<file path="config.mk">
export PLATFORM = sky130hd
export DESIGN_NAME = rate_meter_bank
export DESIGN_NICKNAME = d
export VERILOG_FILES = /design/src/rtl/rm_pkg.sv /design/src/rtl/rm_edge_sync.sv /design/src/rtl/rm_gate_timer.sv /design/src/rtl/rm_rate_channel.sv /design/src/rtl/rate_meter_bank.sv
export SDC_FILE = /design/constraint.sdc
export NUM_CORES = 2
export LEC_CHECK = 0
export ABC_CLOCK_PERIOD_IN_PS = 3250
export BUFFER_PORTS_ARGS = -buffer_cell sky130_fd_sc_hd__buf_4
export CAP_MARGIN = 10
export CORE_AREA = 3 3 264 266
export DETAILED_ROUTE_END_ITERATION = 8
export DIE_AREA = 0 0 267 269
export PLACE_DENSITY = 0.72
export SETUP_SLACK_MARGIN = 0.05
export SLEW_MARGIN = 5
export SYNTH_ARGS = -nofsm -noshare
export SYNTH_HDL_FRONTEND = slang
export SYNTH_SLANG_ARGS = --single-unit
</file>
<file path="constraint.sdc">
create_clock -name clk -period 3.25 [get_ports clk]
set_input_delay 0.65 -clock clk [delete_from_list [all_inputs] [get_ports clk]]
set_output_delay 0.65 -clock clk [all_outputs]
set_load 0.01 [all_outputs]
</file>
<file path="src/rtl/rm_pkg.sv">
`timescale 1ns/1ps
// Shared constants for the rate meter bank.
// Assumes nothing; only provides defaults used by the top and its submodules.
package rm_pkg;
    localparam int RM_DEF_CHANNELS = 16;
    localparam int RM_DEF_CNT_W    = 24;
    localparam int RM_DEF_GATE     = 80_000_000;
endpackage

</file>
<file path="src/rtl/rm_edge_sync.sv">
`timescale 1ns/1ps
// Brings asynchronous trigger lines into the clk domain and flags rising edges.
// Assumes each high or low phase of a trigger lasts at least one clock period.
// A rising edge is reported for exactly one cycle, two edges after the line is first sampled high.
module rm_edge_sync #(
    parameter int NUM_CH = rm_pkg::RM_DEF_CHANNELS
) (
    input  logic              clk,
    input  logic              rst_n,
    input  logic [NUM_CH-1:0] trig_i,
    output logic [NUM_CH-1:0] rise_o
);
    logic [NUM_CH-1:0] meta_q;
    logic [NUM_CH-1:0] sync_q;
    logic [NUM_CH-1:0] prev_q;

    // Two-flop synchroniser followed by one history flop per line.
    always_ff @(posedge clk) begin
        if (!rst_n) begin
            meta_q <= '0;
            sync_q <= '0;
            prev_q <= '0;
        end else begin
            meta_q <= trig_i;
            sync_q <= meta_q;
            prev_q <= sync_q;
        end
    end

    // A line is newly high when its synchronised level is 1 and its history is 0.
    assign rise_o = sync_q & ~prev_q;

    // no line reports a rising edge in two consecutive cycles.
    assert_single_rise_R1: assert property (@(posedge clk) disable iff (!rst_n)
        (rise_o != '0) |=> ((rise_o & $past(rise_o)) == '0));
endmodule

</file>
<file path="src/rtl/rm_gate_timer.sv">
`timescale 1ns/1ps
// Timebase that defines the measurement gate.
// latch_o is high for one cycle every GATE_CYCLES cycles.
// clear_o is high in the cycle right after latch_o.
// Assumes GATE_CYCLES >= 2, so that the two pulses never overlap.
module rm_gate_timer #(
    parameter int GATE_CYCLES = rm_pkg::RM_DEF_GATE
) (
    input  logic clk,
    input  logic rst_n,
    output logic latch_o,
    output logic clear_o
);
    localparam int GATE_W = (GATE_CYCLES > 1) ? $clog2(GATE_CYCLES) : 1;
    localparam logic [GATE_W-1:0] LAST_TICK = GATE_W'(GATE_CYCLES - 1);

    logic [GATE_W-1:0] tick_q;
    logic              at_end;
    logic              clear_q;

    assign at_end = (tick_q == LAST_TICK);

    // Free-running tick counter that wraps at the end of each gate.
    always_ff @(posedge clk) begin
        if (!rst_n)      tick_q <= '0;
        else if (at_end) tick_q <= '0;
        else             tick_q <= tick_q + 1'b1;
    end

    // Delay the capture strobe by one cycle to make the clear strobe.
    always_ff @(posedge clk) begin
        if (!rst_n) clear_q <= 1'b0;
        else        clear_q <= at_end;
    end

    assign latch_o = at_end;
    assign clear_o = clear_q;

    // a capture is always followed by a clear, never by a second capture.
    assert_latch_then_clear_R4: assert property (@(posedge clk) disable iff (!rst_n)
        latch_o |=> (clear_o && !latch_o));
    // capture and clear never fall in the same cycle.
    assert_no_overlap_R5: assert property (@(posedge clk) disable iff (!rst_n)
        !(latch_o && clear_o));
endmodule

</file>
<file path="src/rtl/rm_rate_channel.sv">
`timescale 1ns/1ps
// One line of the rate meter: a live saturating counter with a sticky overflow flag,
// and a holding register that keeps the last finished interval.
// Assumes that latch_i and clear_i are one-cycle strobes in different cycles,
// with clear_i coming right after latch_i.
module rm_rate_channel #(
    parameter int CNT_W = rm_pkg::RM_DEF_CNT_W
) (
    input  logic           clk,
    input  logic           rst_n,
    input  logic           rise_i,
    input  logic           latch_i,
    input  logic           clear_i,
    output logic [CNT_W:0] hold_o
);
    logic [CNT_W-1:0] live_q;
    logic             ovf_q;
    logic [CNT_W-1:0] nxt_cnt;
    logic             nxt_ovf;
    logic [CNT_W:0]   hold_q;

    // Next live value: add one, or stay at all-ones and raise the flag.
    always_comb begin
        nxt_cnt = live_q;
        nxt_ovf = ovf_q;
        if (rise_i) begin
            if (&live_q) nxt_ovf = 1'b1;
            else         nxt_cnt = live_q + 1'b1;
        end
    end

    // Live counter: restart on clear, keeping an edge that arrives in that same cycle.
    always_ff @(posedge clk) begin
        if (!rst_n) begin
            live_q <= '0;
            ovf_q  <= 1'b0;
        end else if (clear_i) begin
            live_q <= {{(CNT_W-1){1'b0}}, rise_i};
            ovf_q  <= 1'b0;
        end else begin
            live_q <= nxt_cnt;
            ovf_q  <= nxt_ovf;
        end
    end

    // Holding register: capture the value including any edge counted on the capture edge.
    always_ff @(posedge clk) begin
        if (!rst_n)       hold_q <= '0;
        else if (latch_i) hold_q <= {nxt_ovf, nxt_cnt};
    end

    assign hold_o = hold_q;

    // once set, the overflow flag holds until a clear.
    assert_ovf_sticky_R3: assert property (@(posedge clk) disable iff (!rst_n)
        (ovf_q && !clear_i) |=> ovf_q);
    // an overflowed count sits at all-ones.
    assert_ovf_saturated_R3: assert property (@(posedge clk) disable iff (!rst_n)
        ovf_q |-> (&live_q));
    // after a clear the live count is 0 or 1 and the flag is low.
    assert_restart_R5: assert property (@(posedge clk) disable iff (!rst_n)
        clear_i |=> ((live_q <= CNT_W'(1)) && !ovf_q));
    // the holding register changes only on a capture edge.
    assert_hold_stable_R7: assert property (@(posedge clk) disable iff (!rst_n)
        !latch_i |=> $stable(hold_q));
endmodule

</file>
<file path="src/rtl/rate_meter_bank.sv">
`timescale 1ns/1ps
// Bank of gated rate meters with a registered, indexed read port.
// Assumes that NUM_CH >= 2, CNT_W >= 2 and GATE_CYCLES >= 2.
// rd_idx is sampled on every edge and the selected held value appears on the next edge.
module rate_meter_bank #(
    parameter int NUM_CH      = rm_pkg::RM_DEF_CHANNELS,
    parameter int CNT_W       = rm_pkg::RM_DEF_CNT_W,
    parameter int GATE_CYCLES = rm_pkg::RM_DEF_GATE
) (
    input  logic                      clk,
    input  logic                      rst_n,
    input  logic [NUM_CH-1:0]         trig_in,
    input  logic [$clog2(NUM_CH)-1:0] rd_idx,
    output logic [CNT_W:0]            rd_data
);
    localparam int IDX_W   = $clog2(NUM_CH);
    localparam int TAB_LEN = 2 ** IDX_W;

    logic [NUM_CH-1:0] rise_w;
    logic              latch_w;
    logic              clear_w;
    logic [CNT_W:0]    hold_w  [NUM_CH];
    logic [CNT_W:0]    sel_tab [TAB_LEN];
    logic [CNT_W:0]    rd_q;

    rm_edge_sync #(.NUM_CH(NUM_CH)) u_sync (
        .clk    (clk),
        .rst_n  (rst_n),
        .trig_i (trig_in),
        .rise_o (rise_w)
    );

    rm_gate_timer #(.GATE_CYCLES(GATE_CYCLES)) u_gate (
        .clk     (clk),
        .rst_n   (rst_n),
        .latch_o (latch_w),
        .clear_o (clear_w)
    );

    for (genvar ch = 0; ch < NUM_CH; ch++) begin : g_chan
        rm_rate_channel #(.CNT_W(CNT_W)) u_chan (
            .clk     (clk),
            .rst_n   (rst_n),
            .rise_i  (rise_w[ch]),
            .latch_i (latch_w),
            .clear_i (clear_w),
            .hold_o  (hold_w[ch])
        );
    end

    // Pad the held values up to a power-of-two table so every index is defined.
    for (genvar ix = 0; ix < TAB_LEN; ix++) begin : g_tab
        if (ix < NUM_CH) begin : g_real
            assign sel_tab[ix] = hold_w[ix];
        end else begin : g_pad
            assign sel_tab[ix] = '0;
        end
    end

    // Registered read mux: one cycle from index to data.
    always_ff @(posedge clk) begin
        if (!rst_n) rd_q <= '0;
        else        rd_q <= sel_tab[rd_idx];
    end

    assign rd_data = rd_q;

    // a flagged readout always carries a saturated count.
    assert_read_saturated_R8: assert property (@(posedge clk) disable iff (!rst_n)
        rd_data[CNT_W] |-> (&rd_data[CNT_W-1:0]));
    // the read output is zero right after a reset cycle.
    assert_reset_zero_R9: assert property (@(posedge clk)
        !rst_n |=> (rd_data == '0));
endmodule

</file>
Word-level counts from Yosys, hierarchy flattened
Index checks and enable logic that the tools add are counted. W data, S select, Z words.

Add/subtract/negate cells: 17. Order comparisons: 1. Eq/ne operators: 1. Muxes and demuxes: 83. Bitwise gates (word level): 4. Reduce and logical (&&, ||, !) cells: 18.

Operators with widths (number): $mux W24 (32); $add A24 B1 Y24 const B (16); $reduce_and A24 Y1 (16); $bmux W25 S4 (1); $mux W25 (2); $mux W1 (48); $add A27 B1 Y27 const B (1); $eq A27 B27 Y1 const B (1); $and A16 B16 Y16 (1); $not A16 Y16 (1); $ge A5 B5 Y1 const B (1); $not A4 Y5 (1); $reduce_or A2 Y1 (2); $not A1 Y1 (1).

Register bits: 901. Input bits: 22. Output and inout bits: 25. Logic and storage cells: 194.

Depth between registers and ports, before layout
Word-level depth: 4. Mapped depth: 10. Gate-level depth less buffers: 7.

Cells and area by module
From an unflattened synthesis, not the netlist that was laid out.

Cells, all modules: 4576. Area total of the unflattened synthesis: 41195.8 sq um.

Modules (own cells, without submodules): rm_rate_channel (g_chan[0].u_chan ...) (instances 14, cells each 241, area an instance 2143.3 sq um, sequential area each 1001.0 sq um); rate_meter_bank (instances 1, cells each 437, area an instance 4082.7 sq um, sequential area each 500.5 sq um); rm_rate_channel (g_chan[9].u_chan) (instances 1, cells each 246, area an instance 2177.1 sq um, sequential area each 1001.0 sq um); rm_rate_channel (g_chan[11].u_chan) (instances 1, cells each 242, area an instance 2138.3 sq um, sequential area each 1001.0 sq um); rm_edge_sync (instances 1, cells each 117, area an instance 1405.1 sq um, sequential area each 960.9 sq um); rm_gate_timer (instances 1, cells each 160, area an instance 1386.3 sq um, sequential area each 560.5 sq um).

Worst setup path before layout
Ideal clock, no wire load.

Kind: input port to flip-flop. From: input port rd_idx[1]. To: register rd_q[11], in the netlist rd_data[11]. Setup time: 115 ps. Arrival: 2614 ps. Required time: 3135 ps. Setup slack: 521 ps. Stages on the path: 6. Path buffers: 3. Cells stage by stage: buf_2 > buf_1 > clkbuf_1 > mux4_2 > mux4_2 > and2_1.

Longest elaborated chain between the ends: 4.

Ends and longest elaborated chain: from (decl) (line rate_meter_bank.sv:13) `input logic [$clog2(NUM_CH)-1:0] rd_idx,`; $not A4 Y5 (implied by the code) (line rate_meter_bank.sv:63) `else rd_q <= sel_tab[rd_idx];`; $bmux W25 S4 (line rate_meter_bank.sv:63); $mux W25 (implied by the code) (2 in a row) (line rate_meter_bank.sv:63); to (signal assigned) (line rate_meter_bank.sv:63); to (decl) (line rate_meter_bank.sv:24) `logic [CNT_W:0] rd_q;`.

No other way between the ends. The select of a mux whose other input is x is not followed. A chain may end at the register's enable or synchronous reset.

Final worst setup path
From: register u_gate.tick_q[0]. To: register g_chan[7].u_chan.hold_q[18].

Longest elaborated chain between the ends: 1.

Ends and longest elaborated chain: from (decl) (line rm_gate_timer.sv:17) `logic [GATE_W-1:0] tick_q;`; from (signal assigned) (line rm_gate_timer.sv:27) `else tick_q <= tick_q + 1'b1;`; $eq A27 B27 Y1 (line rm_gate_timer.sv:21) `assign at_end = (tick_q == LAST_TICK);`; to (signal assigned) (line rm_rate_channel.sv:49) `else if (latch_i) hold_q <= {nxt_ovf, nxt_cnt};`; to (decl) (line rm_rate_channel.sv:20) `logic [CNT_W:0] hold_q;`.

No other way between the ends.

==> key figures <==
CTS
  – Clock root cell: clkbuf_16
  – CTS-repair resized insts: 0
  – Hold buffer count at cts: 0
  – Clock transition at the registers of the reported paths: 0.06 ns
  – CTS tree: done
  – CTS Buffer Depth: 3
  – Post-CTS setup buffers: 0
  – Clock Sinks: approximately 900
  – CTS buffer count: 92
  – Worst-Skew Late Latency: approximately 0.66 ns
  – Htree depth: 3

Power and ir drop
  – Internal: between 15 and 20 mW
  – VDD IR max: 0.3582 mV
  – Clock Power Share: 0.494
  – Sw power: 4.991 mW
  – PD cells: 550.9 nW/um2
  – Switching share of power: 0.2167
  – Sequential power share: 0.482
  – Comb pwr share: 0.024
  – Pleak: ~14 nW

Finish
  – Nets@finish: 4039
  – Commonest non-fill, non-tap cell in the layout: dfxtp_1
  – Fill cells: 5587
  – Layout cells sized above 1: 0.1050
  – Post-route cell area: 41810 um2
  – N_diodes: 0
  – Most frequent cells in the layout: dfxtp_1 (900), nor2_1 (550), nand2_1 (411)
  – Final core utilization: 0.6214
  – Non-filler cells, final: around 5000
  – Synth-to-layout area growth: 12.69%

Yosys
  – Syn Area/Cell: between 9 and 10 um2
  – Number of synthesized flops with an enable pin: 0
  – Syn Std Cell Area: 37100 um2
  – Most common flop cell mapped by yosys: dfxtp_1
  – FF+latch count, synth: 901
  – Synth Warn #: 0
  – Syn Inst Count: 4004
  – Post-synthesis sequential area ratio: 0.4862
  – Syn_nets: 4043
  – Post-synth ARST share: 0
  – Synth unique cells: 67

Detailed routing
  – DR iter-0 viols: 3105
  – Via count of the routed design: between 20000 and 30000
  – WL final: slightly above 100 mm
  – Post-route ant nets: 0
  – TritonRoute pass-1 iters: 5
  – DR DRC count: 0
  – DR vias/cell: a little under 6
  – Drt wl/cell: between 20 and 25 um

Worst setup path
  – CP Data Required Time: roughly 3.8 ns
  – Crit path max fanout: 47
  – Register-to-register setup slack: 0.61 ns
  – Reg2Reg Depth: 8
  – Reg-to-Reg End: g_chan[7].u_chan.hold_o[18]
  – CP endpoint kind: register
  – R2r startpoint: u_gate.tick_q[0]
  – CP arrival: 3.21 ns
  – Worst setup SP type: register
  – CP Class: reg2reg

Floorplan
  – Die area: ~72000 um2
  – Row Count: 95
  – Starting Density: 0.5515
  – Num ports: 47
  – Die Y: 269 um
  – Core area: 67280 um2
  – Die Wd: 267 um

STA
  – Max-slew violations: 0
  – Clock Skews: about 0.030 ns
  – Setup_tns: 0 ns
  – Tightest Pin Transition: roughly 1.1 ns
  – Fmax: 378.6 MHz
  – Crit path time final: 2.642 ns
  – RSZ-0062 raised after global routing: no
  – Endpoints failing hold: 0
  – Final setup vio count: 0
  – Tcrit/Tclk final: 0.8128
  – Max-slew headroom: 0.2784

Min path
  – Hold_sp: trig_in[0]
  – Cells on Worst Hold Path: 2
  – Hold crit path type: in2reg
  – Hold EP: u_sync.meta_q[0]

Global routing
  – First-pass GRT wire length: between 150 and 200 mm
  – Initial antenna violation count: 6
  – GRT Residual Overflow: 0
  – Vias in the first global route: 27430
  – All-Layer GR Usage: 0.2837
  – Largest net degree at the start of global routing: 136

Placement
  – Area after DPL: 38510 um2
  – IO buf count: 46
  – DP Cell Count: between 4000 and 5000
  – DPL Wire Length: roughly 70 mm
  – Placer's final routability congestion estimate: just over 0.9

Status
  – Status: completed

Job
  – Max_cap viols: 0
==> cells by family after synthesis <==
kind of cell             Yosys count  share of synthesized area
buffers and inverters            234                    0.02519
adder cells (fa/ha/maj)           17                   0.005733
XOR/XNOR                         348                    0.08215
AO/OA/AOI/OAI                    625                    0.09119
AND/OR/NAND/NOR                 1712                     0.2223
flip-flops                       901                     0.4862
multiplexers                     167                    0.08728
==> worst max-delay path by stage <==
stage                     start                           to  slack (ns)  cells after the start
6_report       u_gate.tick_q[0]  g_chan[7].u_chan.hold_o[18]        0.61                      8
5_1_grt        u_gate.tick_q[0]  g_chan[7].u_chan.hold_o[21]        0.42                      8
4_1_cts        u_gate.tick_q[0]  g_chan[7].u_chan.hold_o[18]        0.58                      8
3_5_place_dp              rst_n   g_chan[7].u_chan.hold_o[9]        0.55                      6
3_3_place_gp              rst_n  g_chan[6].u_chan.hold_o[19]        0.59                      6
2_1_floorplan         rd_idx[1]                  rd_data[11]        0.52                      6
==> through the flow <==
stage / total power, mW / hold slack [ns] / setup WS [ns]
floorplan: 11.72 / 0.4119 / 0.5215
global placement: 11.90 / 0.4134 / 0.5944
detailed placement: 11.91 / 0.4184 / 0.5485
CTS: 23.16 / 0.1644 / 0.5840
global route: 23.68 / 0.1926 / 0.4217
finish: 23.03 / 0.1963 / 0.6084
==> cell type report <==
type	count	area, um2	share of cell area
Timing Repair Buffer	107	1111	0.02658
Multi-Input combinational cell	2869	18160	0.4344
Clock inverter	49	706.9	0.01691
Sequential cell	901	18040	0.4315
Tap cell	873	1092	0.02613
Clock buffer	123	2590	0.06195
Inverter	29	108.9	0.002604
==> synth_stat cells (4+ instances only) <==
library cell | number | area, um2
o21ai_0 | 154 | 770.7
o21ai_1 | 228 | 1141
nand3b_1 | 6 | 45.04
or2_2 | 7 | 43.79
nand4_1 | 143 | 894.6
a21oi_1 | 153 | 765.7
mux2i_1 | 40 | 400.4
nor2_1 | 551 | 2068
nand4b_1 | 4 | 35.03
and3_1 | 67 | 419.2
nand2_1 | 412 | 1546
and4_1 | 36 | 315.3
a211oi_1 | 44 | 330.3
nor4_2 | 4 | 50.05
or4_1 | 6 | 45.04
buf_4 | 4 | 30.03
or3_1 | 15 | 93.84
ha_1 | 17 | 212.7
xor2_1 | 200 | 1752
a31oi_1 | 9 | 56.30
nand3_1 | 176 | 880.8
and2_1 | 95 | 594.3
nor2b_1 | 19 | 118.9
nor4b_1 | 8 | 70.07
nor3b_1 | 8 | 60.06
buf_1 | 23 | 86.33
mux4_2 | 125 | 2815
nand2b_1 | 30 | 187.7
nor4_1 | 31 | 193.9
buf_2 | 33 | 165.2
nor3_1 | 75 | 375.4
o31ai_1 | 6 | 45.04
clkbuf_1 | 145 | 544.3
or3b_2 | 9 | 78.83
xnor2_1 | 148 | 1296
dfxtp_1 | 901 | 18040
inv_1 | 29 | 108.9
o211ai_1 | 6 | 45.04
==> power groups by stage <==
stage | registers [mW] | logic (mW) | clock network (mW)
after global placement | 11.4 | 0.547 | 0
after CTS | 11.1 | 0.552 | 11.5
after detailed placement | 11.4 | 0.551 | 0
final | 11.1 | 0.553 | 11.4
after floorplan | 11.4 | 0.368 | 0
after global routing | 11.1 | 0.594 | 12.0
==> worst max-delay path: stages (launching register included) <==
cell	delay (ns)
dfxtp_1	0.32
ha_1	0.23
nand2_1	0.07
or2_2	0.29
nor4_4	0.11
nor2_4	0.72
buf_4	0.57
nand2_1	0.13
o21ai_1	0.11
==> state kept, by name, summed over array words and instances, names as in the netlist <==
| register | cells |
|---|---|
| u_sync.meta_q | 16 |
| g_chan.u_chan.hold_o | 400 |
| u_gate.clear_o | 1 |
| u_sync.prev_q | 16 |
| rd_data | 25 |
| g_chan.u_chan.ovf_q | 16 |
| g_chan.u_chan.live_q | 384 |
| u_sync.sync_q | 16 |
| u_gate.tick_q | 27 |
==> per-layer routing <==
layer  up-vias  share of wire  GRT usage
li1      14010              -          -
met1     14130           0.43     0.3956
met2      1149           0.44     0.4375
met3       200          0.096    0.05448
met4         2          0.038     0.1128
met5         -        0.00017          0
(Power assumes the default switching activity.)
